$ cat src/rtl/pfd_pkg.sv
package pfd_pkg;
  localparam int NMULT_W = 2;
  localparam int FMULT_W = 5;

  typedef struct packed {
    logic [NMULT_W-1:0] norm;
    logic [FMULT_W-1:0] fast;
  } pump_gain_t;

  function automatic pump_gain_t gain_of(input logic [1:0] code);
    pump_gain_t g;
    g.norm = code[1] ? NMULT_W'(1) : NMULT_W'(2);
    case (code)
      2'b00:   g.fast = FMULT_W'(8);
      2'b10:   g.fast = FMULT_W'(12);
      default: g.fast = FMULT_W'(16);
    endcase
    return g;
  endfunction
endpackage

$ cat src/rtl/pfd_power_ctl.sv
module pfd_power_ctl (
  input  logic clk,
  input  logic rst_n,
  input  logic pol_sel,
  input  logic pon_pin,
  input  logic pon_bit,
  input  logic idle,
  output logic req,
  output logic run
);
  assign req = pol_sel ? (pon_pin & pon_bit) : (~pon_pin & ~pon_bit);

  always_ff @(posedge clk or negedge rst_n) begin
    if (!rst_n) run <= 1'b0;
    else if (!run) run <= req;
    else if (!req && idle) run <= 1'b0;
  end
endmodule

$ cat src/rtl/pfd_core.sv
module pfd_core (
  input  logic clk,
  input  logic rst_n,
  input  logic run,
  input  logic allow_start,
  input  logic ref_in,
  input  logic main_in,
  input  logic fast_req,
  output logic up,
  output logic dn,
  output logic up_f,
  output logic dn_f,
  output logic idle
);
  logic ref_q, main_q, fast_q;
  logic ref_edge, main_edge, both;

  assign ref_edge  = ref_in & ~ref_q & run;
  assign main_edge = main_in & ~main_q & run;
  assign both      = up & dn;
  assign idle      = ~up & ~dn;

  always_ff @(posedge clk or negedge rst_n) begin
    if (!rst_n) begin
      ref_q  <= 1'b0;
      main_q <= 1'b0;
      up     <= 1'b0;
      dn     <= 1'b0;
      fast_q <= 1'b0;
    end else begin
      ref_q  <= ref_in;
      main_q <= main_in;
      if (both) begin
        up <= 1'b0;
        dn <= 1'b0;
      end else begin
        up <= up | (ref_edge & (allow_start | dn));
        dn <= dn | (main_edge & (allow_start | up));
      end
      if (idle) fast_q <= fast_req;
    end
  end

  assign up_f = up & fast_q;
  assign dn_f = dn & fast_q;
endmodule

$ cat src/rtl/pfd_lock_mon.sv
module pfd_lock_mon #(
  parameter int LOCK_TOL_CYC = 3
) (
  input  logic clk,
  input  logic rst_n,
  input  logic up,
  input  logic dn,
  input  logic run,
  input  logic en,
  output logic lock_flag
);
  localparam int CNT_MAX = LOCK_TOL_CYC + 1;
  localparam int CNT_W   = $clog2(CNT_MAX + 1);

  logic [CNT_W-1:0] err_cnt;
  logic             lock_q;

  always_ff @(posedge clk or negedge rst_n) begin
    if (!rst_n) begin
      err_cnt <= '0;
      lock_q  <= 1'b1;
    end else if (!run) begin
      err_cnt <= '0;
      lock_q  <= 1'b1;
    end else if (up && dn) begin
      lock_q  <= (err_cnt <= CNT_W'(LOCK_TOL_CYC));
      err_cnt <= '0;
    end else if ((up ^ dn) && err_cnt != CNT_W'(CNT_MAX)) begin
      err_cnt <= err_cnt + 1'b1;
    end
  end

  assign lock_flag = ~run | ~en | lock_q;
endmodule

$ cat src/rtl/pfd_lock_power.sv
module pfd_lock_power #(
  parameter int LOCK_TOL_CYC = 3
) (
  input  logic       clk,
  input  logic       rst_n,
  input  logic       ref_div_in,
  input  logic       main_div_in,
  input  logic       fast_req,
  input  logic       pol_sel,
  input  logic       pon_pin,
  input  logic       pon_bit,
  input  logic       lock_det_en,
  input  logic [1:0] cur_code,
  output logic       up_norm,
  output logic       dn_norm,
  output logic       up_fast,
  output logic       dn_fast,
  output logic [1:0] norm_mult,
  output logic [4:0] fast_mult,
  output logic       lock_flag,
  output logic       synth_on
);
  import pfd_pkg::*;

  logic req, run, idle;
  pump_gain_t gain;

  pfd_power_ctl u_pwr (
    .clk(clk), .rst_n(rst_n), .pol_sel(pol_sel), .pon_pin(pon_pin),
    .pon_bit(pon_bit), .idle(idle), .req(req), .run(run)
  );

  pfd_core u_core (
    .clk(clk), .rst_n(rst_n), .run(run), .allow_start(req),
    .ref_in(ref_div_in), .main_in(main_div_in), .fast_req(fast_req),
    .up(up_norm), .dn(dn_norm), .up_f(up_fast), .dn_f(dn_fast), .idle(idle)
  );

  pfd_lock_mon #(.LOCK_TOL_CYC(LOCK_TOL_CYC)) u_lock (
    .clk(clk), .rst_n(rst_n), .up(up_norm), .dn(dn_norm), .run(run),
    .en(lock_det_en), .lock_flag(lock_flag)
  );

  assign gain      = gain_of(cur_code);
  assign norm_mult = gain.norm;
  assign fast_mult = gain.fast;
  assign synth_on  = run;
endmodule

$ cat config.mk
export PLATFORM = sky130hd
export DESIGN_NAME = pfd_lock_power
export DESIGN_NICKNAME = d
export VERILOG_FILES = /design/src/rtl/pfd_pkg.sv /design/src/rtl/pfd_power_ctl.sv /design/src/rtl/pfd_core.sv /design/src/rtl/pfd_lock_mon.sv /design/src/rtl/pfd_lock_power.sv
export SDC_FILE = /design/constraint.sdc
export NUM_CORES = 1
export LEC_CHECK = 0
export ABC_AREA = 0
export BUFFER_PORTS_ARGS = -buffer_cell sky130_fd_sc_hd__buf_4
export CELL_PAD_IN_SITES_DETAIL_PLACEMENT = 2
export CELL_PAD_IN_SITES_GLOBAL_PLACEMENT = 2
export CORE_AREA = 2 2 61 46
export CTS_CLUSTER_SIZE = 12
export DETAILED_ROUTE_END_ITERATION = 16
export DIE_AREA = 0 0 63 48
export HOLD_SLACK_MARGIN = 0.05
export PLACE_DENSITY_LB_ADDON = 0.15
export SYNTH_ARGS = -nofsm -noshare
export SYNTH_HDL_FRONTEND = slang
export SYNTH_HIERARCHICAL = 1
export SYNTH_SLANG_ARGS = --single-unit
$ cat constraint.sdc
create_clock -name clk -period 1.3 [get_ports clk]
set_clock_uncertainty 0.05 [all_clocks]
set_input_delay 0.065 -clock clk [delete_from_list [all_inputs] [get_ports clk]]
set_output_delay 0.065 -clock clk [all_outputs]
set_load 0.05 [all_outputs]
=== Word-level counts from Yosys, hierarchy flattened ===
Index checks and enable logic that the tools add are counted.
W data, S select, Z words.

* Register bits after elaboration: 10
* Latch bits: 0
* RAM bits: 0
* ROM bits: 0
* Input port bits: 11
* Memories: 0

* Add/subtract/negate cells: 1
* Multiply operators: 0
* Div/mod/pow operators: 0
* $lt $le $gt $ge: 1
* Equal/unequal tests: 4
* Shift operators: 0
* Mux-type cells: 12
* Bitwise logic cells: 27
* Reductions and logical operators: 5

{| class="wikitable"
|+ Operators with widths
! kind !! number
|-
| $and A1 B1 Y1 || 12
|-
| $pmux W5 S2 || 1
|-
| $mux W3 || 3
|-
| $not A1 Y1 || 8
|-
| $mux W1 || 7
|-
| $or A1 B1 Y1 || 6
|-
| $add A3 B1 Y3 const B || 1
|-
| $le A3 B2 Y1 const B || 1
|-
| $logic_and A1 B1 Y1 || 3
|-
| $ne A3 B1 Y1 const B || 1
|-
| $ne A3 B3 Y1 const B || 1
|-
| $eq A2 B2 Y1 const B || 1
|-
| $logic_not A2 Y1 || 1
|-
| $mux W2 || 1
|-
| $ne A2 B1 Y1 const B || 1
|-
| $logic_not A1 Y1 || 1
|-
| $xor A1 B1 Y1 || 1
|}

=== Depth between registers and ports, before layout ===
Gate-level depths: netlist of run 1.

* Depth in word-level cells: 7
* Depth in mapped cells: 5
* Mapped depth without buffers: 5

=== Hierarchy ===
Netlist of run 1, hierarchy kept.

{| class="wikitable"
|+ Modules (own cells, without submodules)
! module !! instances !! cells each !! area an instance (um^2)
|-
| pfd_lock_mon || 1 || 23 || 230.2
|-
| pfd_core || 1 || 16 || 209.0
|-
| pfd_power_ctl || 1 || 6 || 51.3
|-
| pfd_lock_power || 1 || 8 || 43.8
|}

=== Worst setup path before layout of run 1 ===
OpenSTA, ideal clock, no wires.

* Kind: flip-flop to flip-flop
* Start point: register u_core.up
* End point: register u_lock.err_cnt[1]
* Library setup time: 0.121 ns
* Data arrival time: 1.416 ns
* Data required time: 1.129 ns
* Path slack: -0.287 ns
* Cell stages (with the launch flop): 5
* Buffers on the path: 0
* Cell sequence: dfrtp_1 -> ha_1 -> a21boi_2 -> mux2i_1 -> nor2_1

* Longest elaborated chain between the ends: 3
* Elaborated cells between the ends (all ways): 6
* Classes of those cells: 1 x eq/ne; 2 x mux; 1 x bitwise; 2 x reduce/logical

{| class="wikitable"
|+ Ends and longest elaborated chain
! item !! RTL line !! source
|-
| start, declared || pfd_core.sv:9 || <nowiki>output logic up,</nowiki>
|-
| start signal, assigned || pfd_core.sv:37 || <nowiki>up <= up | (ref_edge & (allow_start | dn));</nowiki>
|-
| $xor A1 B1 Y1 / $logic_and A1 B1 Y1 (equally long branches) || pfd_lock_mon.sv:28, pfd_lock_mon.sv:25 ||
|-
| $logic_and A1 B1 Y1 / $mux W3 (equally long branches) || pfd_lock_mon.sv:28, pfd_lock_mon.sv:25 ||
|-
| $ne A3 B1 Y1 (no line) / $mux W3 (equally long branches) || -- ||
|-
| end signal, assigned || pfd_lock_mon.sv:29 || <nowiki>err_cnt <= err_cnt + 1'b1;</nowiki>
|-
| end, declared || pfd_lock_mon.sv:15 || <nowiki>logic [CNT_W-1:0] err_cnt;</nowiki>
|}

Several ways; a longest one is shown, not always the timed one.
A chain may end at the register's enable or synchronous reset.

=== Final worst setup path of run 1 ===
* Start point: register u_core.dn
* End point: register u_lock.err_cnt[1]

* Longest elaborated chain between the ends: 3
* Elaborated cells between the ends (all ways): 6
* Classes of those cells: 1 x eq/ne; 2 x mux; 1 x bitwise; 2 x reduce/logical

{| class="wikitable"
|+ Ends and longest elaborated chain
! item !! RTL line !! source
|-
| start, declared || pfd_core.sv:10 || <nowiki>output logic dn,</nowiki>
|-
| start signal, assigned || pfd_core.sv:38 || <nowiki>dn <= dn | (main_edge & (allow_start | up));</nowiki>
|-
| $xor A1 B1 Y1 / $logic_and A1 B1 Y1 (equally long branches) || pfd_lock_mon.sv:28, pfd_lock_mon.sv:25 ||
|-
| $logic_and A1 B1 Y1 / $mux W3 (equally long branches) || pfd_lock_mon.sv:28, pfd_lock_mon.sv:25 ||
|-
| $ne A3 B1 Y1 (no line) / $mux W3 (equally long branches) || -- ||
|}

Several ways; a longest one is shown, not always the timed one.

==> impl_metrics.json, run 1 <==
{
  "crit_fanout": 2,
  "path_class": "reg -> reg",
  "dp_cells": 107,
  "leakagePower_nw": 0.406,
  "min-delay-start": "pon_pin",
  "finalNonFillerCells": 119,
  "irDropWorstVdd_mv": 0.485,
  "clockBufferDepth": 2,
  "std_cell_rows": 15,
  "antenna_found_initial": 0,
  "vias": 484,
  "ys_seq_area_share_pct": 47.1,
  "area_growth_pct": 64.2,
  "start_util_pct": 22.4,
  "crit_path_start_kind": "flip-flop",
  "totalWireLength_um": 1400,
  "max-cap-violations": 0,
  "ys_ff_latch": 10,
  "wl_per_cell_um": 11.8,
  "status": "complete, but fails checks",
  "drt_iter0_drc": 2,
  "end_kind": "flip-flop",
  "dp_slack_ns": -0.00519,
  "core_area_sq_mm": 0.00238,
  "synth.area.top_cells": "dfrtp_1 42%, ha_1 7.0%, dfstp_2 4.9%",
  "dp_hpwl_um": 1140,
  "r2r_cells": 4,
  "root_buffer": "clkbuf_4",
  "grt_overflow": 0,
  "ys.flop_type": "dfrtp_1",
  "clkLatencyLatePin_ns": 0.27,
  "die-area_sq_mm": 0.00302,
  "stdcell_area_sq_um": 877,
  "period_minus_slack_ns": 1.30,
  "drive_gt1_share_pct": 47.1,
  "htreeDepth": 1,
  "layout.nets": 100,
  "ant_nets": 0,
  "yosys.cell_types.count": 27,
  "die-height_um": 48,
  "power.density_mw_per_mm2": 1610,
  "drc": 0,
  "r2r_slack_ns": -0.003,
  "fillers": 281,
  "finalWorstSetupSlack_ns": -0.00344,
  "synth-edff-count": 0,
  "async_flop_share_pct": 100,
  "clkTransAtPathRegs_ns": 0.07,
  "fmax_mhz": 767,
  "maxSlewViolCount": 0,
  "grt_first_pass_wirelength_um": 2390,
  "grt_pass1_vias": 508,
  "syn_inst": 53,
  "firstDrtPassIters": 3,
  "grtUsageTotal_pct": 11.2,
  "die_w_um": 63,
  "synth.avg_cell_area_sq_um": 10.1,
  "cp.arrival_ns": 1.41,
  "r2r_end": "u_lock/err_cnt[1]",
  "globalplace.congestion": 0.702,
  "rsz0062_at_grt": "yes",
  "reg2reg_from": "u_core/dn",
  "failed_checks": "negative setup slack",
  "synth_top_area_share_pct": 42.2,
  "io_buffers": 21,
  "post_dp_cell_area_sq_um": 751,
  "final_cell_mix": "23 x buf_4, 6 x dlygate4sd3_1, 6 x dfrtp_1",
  "avgViaCountPerCell": 4.07,
  "netlist_area_sq_um": 534,
  "numCtsBuffers": 3,
  "synth_warnings": 6,
  "n_antenna_cell": 0,
  "required_ns": 1.41,
  "power.total_mw": 1.41,
  "hold_depth": 3,
  "synth_top_cell_by_area": "dfrtp_1",
  "hold_path_class": "in -> reg",
  "grt_max_degree": 11,
  "period_share_pct": 100,
  "setup_viol": 1,
  "hold_viol_final": 0,
  "cts_tree": "yes",
  "io_pins": 24,
  "min_to": "u_pwr/run",
  "cts_sinks": 10,
  "final_common_cell": "buf_4"
}
## timing repair
item / in CTS / in global routing
setup endpoints to repair: 3 / 6
buffers inserted: 0 / 2
endpoints found under the hold margin: 15 / 0
hold buffers: 6 / 0
gates resized for setup: 2 / 2
pin swaps: 0 / 3
## area by class of cell
| type | instances | area (sq um) | share of cell area, % |
|---|---|---|---|
| Timing Repair Buffer | 31 | 255 | 29.1 |
| Tap cell | 34 | 42.5 | 4.85 |
| Clock buffer | 4 | 36.3 | 4.14 |
| Inverter | 5 | 18.8 | 2.14 |
| Sequential cell | 10 | 255 | 29.1 |
| Multi-Input combinational cell | 35 | 269 | 30.7 |
## per-stage QoR
| stage | TNS [ns] | hold WS (ns) | utilization (%) |
|---|---|---|---|
| 2_1_floorplan | -0.207 | -0.281 | - |
| 3_3_place_gp | 0 | -0.146 | 31.5 |
| 3_5_place_dp | -0.00519 | -0.145 | 31.5 |
| 4_1_cts | -0.0354 | 0.0535 | 35.9 |
| 5_1_grt | -0.139 | 0.0690 | 36.8 |
| 6_report | -0.00344 | 0.0697 | 36.8 |
## flip-flops by register name (all words and copies together), names as in the netlist
| name | count |
|---|---|
| u_pwr/run | 1 |
| u_core/fast_q | 1 |
| u_lock/err_cnt | 3 |
| u_core/dn | 1 |
| u_lock/lock_q | 1 |
| u_core/ref_q | 1 |
| u_core/main_q | 1 |
| u_core/up | 1 |
## cells in the mapped netlist (2+ instances only)
library cell and number:
nand4bb_1 2, nand2_1 4, nand3_1 2, nor2_1 4, inv_1 5, nand2b_1 2, buf_4 3, ha_1 3
o21ai_0 2, dfrtp_1 9
## power by group
part / switching, mW / total, mW / internal (mW) / leakage, nW
sequential: 0.0561 / 0.426 / 0.370 / 0.122
clock: 0.113 / 0.283 / 0.170 / 0.0210
combinational: 0.382 / 0.702 / 0.321 / 0.263
total: 0.551 / 1.41 / 0.861 / 0.406
## how the worst max path moves through the flow
stage	endpoint	slack [ns]	cells after the start	start
after floorplan	u_lock/err_cnt[1]	-0.12	4	u_core/up
after global placement	u_lock/err_cnt[1]	0.03	4	u_core/dn
after detailed placement	u_lock/err_cnt[1]	-0.005	4	u_core/dn
after CTS	up_fast	-0.02	3	u_core/up
after global routing	u_lock/err_cnt[1]	-0.07	4	u_core/up
final	u_lock/err_cnt[1]	-0.003	4	u_core/dn
## logic make-up after synthesis
logic type | count (synthesis) | share of synthesized area (%)
compound gates | 6 | 7.73
xor+xnor | 1 | 1.64
mux | 2 | 4.68
flops | 10 | 47.1
simple gates | 21 | 22.7
buf+inv | 9 | 8.43
other cells | 1 | 0.702
fa+ha+maj | 3 | 7.03
## per-layer routing
layer,track usage [%],share of wire (%),vias to the layer above
met5,0,0,-
met4,5.33,0,0
met3,5.41,7.9,0
met2,18.5,47,17
met1,12.6,45,236
li1,-,-,231
## critical path: stages (launching register included)
cell      delay (ns)
dfrtp_2         0.43
ha_4            0.27
a21boi_4        0.19
mux2i_1         0.20
nor2_1          0.05
No activity file was read; power rests on OpenSTA's default activity.
==> run 2, diff against run 1 <==
Settings changed: CORE_AREA 2 2 61 46 to 2 2 57 43, DIE_AREA 0 0 63 48 to 0 0 59 45, PLACE_DENSITY set to 0.78, PLACE_DENSITY_LB_ADDON 0.15 to unset.
Clock period 1.3 ns to 1.6 ns, I/O delays scaled along.
==> impl_metrics.json, run 2 (synthesis gave the netlist of run 1 again) <==
{
  "clockBufferDepth": 2,
  "irDropWorstVdd_mv": 0.605,
  "cts_resized": 0,
  "grtUsageTotal_pct": 10.3,
  "final_util_pct": 38.0,
  "htreeDepth": 1,
  "clkTransAtPathRegs_ns": 0.06,
  "wl_per_cell_um": 11.9,
  "std_cell_rows": 14,
  "hold_buffers": 6,
  "core_area_sq_mm": 0.00207,
  "grt_pass1_vias": 450,
  "layout.nets": 96,
  "fmax_mhz": 707,
  "hold_path_class": "in -> reg",
  "comb_power_share_pct": 45.8,
  "die-area_sq_mm": 0.00266,
  "area_growth_pct": 47.1,
  "cts_setup_buffers": 0,
  "antenna_found_initial": 0,
  "regMostFlops": "u_lock/err_cnt",
  "hold_viol_final": 0,
  "final_common_cell": "buf_4",
  "start_util_pct": 25.8,
  "leakagePower_nw": 0.378,
  "status": "completed",
  "avgViaCountPerCell": 4.50,
  "cts_sinks": 10,
  "rsz0062_at_grt": "no",
  "totalWireLength_um": 1250,
  "required_ns": 1.71,
  "clkPwrFrac_pct": 18.0,
  "drc": 0,
  "pwr-share-seq_pct": 36.2,
  "crit_fanout": 8,
  "maxSlewViolCount": 0,
  "power.density_mw_per_mm2": 1270,
  "clkLatencyLatePin_ns": 0.27,
  "drive_gt1_share_pct": 35.8,
  "setup_viol": 0,
  "grt_overflow": 0,
  "crit_path_start_kind": "flip-flop",
  "die-height_um": 45,
  "p_switching_mw": 0.413,
  "drt_iter0_drc": 7,
  "n_antenna_cell": 0,
  "final_cell_mix": "21 x buf_4, 9 x dfrtp_1, 6 x dlygate4sd3_1",
  "vias": 473,
  "firstDrtPassIters": 4,
  "root_buffer": "clkbuf_4",
  "cts_tree": "yes",
  "end_kind": "flip-flop",
  "ant_nets": 0,
  "p_int_mw": 0.581,
  "io_pins": 24,
  "io_buffers": 21,
  "largest_register_ffs": 3,
  "dp_hpwl_um": 1030,
  "swShare_pct": 41.6,
  "numCtsBuffers": 3,
  "path_class": "reg -> reg",
  "period_minus_slack_ns": 1.41,
  "max-cap-violations": 0,
  "grt_max_degree": 11,
  "cp.arrival_ns": 1.52,
  "die_w_um": 59,
  "grt_first_pass_wirelength_um": 1910,
  "globalplace.congestion": 0.755,
  "period_share_pct": 88.4,
  "tns_ns": 0
}
==> run 2: changes by cell type in the layout (fill, tap and decap cells not counted), sizes merged <==
cell,previous run,this run
buf,25,21
==> run 2: layout make-up <==
class	count	area [sq um]
clock buffer	4	26.3
sequential	10	251
inverter	5	18.8
tap	24	30.0
fill	242	1280
multi-input combinational	35	241
timing repair buffer	27	218
==> run 2: worst paths after layout <==
check                               endpoint          start  slack (ns)  cells after the start
hold / removal                     u_pwr/run        pon_pin        0.08                      3
setup reg to reg           u_lock/err_cnt[1]      u_core/up        0.19                      4
max in group asynchronous      u_lock/lock_q          rst_n        1.15                      2
min in group asynchronous      u_core/main_q          rst_n        0.12                      2
hold reg to reg                    u_core/dn  u_core/main_q        0.49                      2
setup / recovery           u_lock/err_cnt[1]      u_core/up        0.19                      4
==> run 2: power groups by stage <==
| stage | clock (mW) | combinational (mW) | sequential, mW |
|---|---|---|---|
| 2_1_floorplan | 0 | 0.256 | 0.422 |
| 3_3_place_gp | 0 | 0.438 | 0.360 |
| 3_5_place_dp | 0 | 0.448 | 0.368 |
| 4_1_cts | 0.191 | 0.462 | 0.362 |
| 5_1_grt | 0.202 | 0.489 | 0.372 |
| 6_report | 0.179 | 0.455 | 0.360 |
==> run 2: worst max-delay path: stages, from the launching register on <==
cell,delay (ns)
dfrtp_1,0.47
ha_1,0.33
a21boi_2,0.20
mux2i_1,0.20
nor2_1,0.05
==> run 2: layer usage <==
metal  up-vias  track usage [%]  part of all wire [%]
met5         -                0                     0
met2        21             16.7                    47
met1       227             12.0                    42
li1        222                -                     -
met3         3             5.73                   9.9
met4         0             2.73                  0.88
==> run 2: stage by stage <==
| stage | setup slack (ns) | power, mW | std cells | hold slack (ns) | area [sq um] |
|---|---|---|---|---|---|
| detailed placement | 0.177 | 0.816 | 95 | -0.133 | 699 |
| global placement | 0.228 | 0.798 | 95 | -0.134 | 699 |
| floorplan | 0.0131 | 0.677 | 54 | -0.266 | 538 |
| finish | 0.186 | 0.994 | 105 | 0.0806 | 786 |
| global route | 0.0889 | 1.06 | 105 | 0.0863 | 786 |
| CTS | 0.170 | 1.01 | 105 | 0.0669 | 786 |
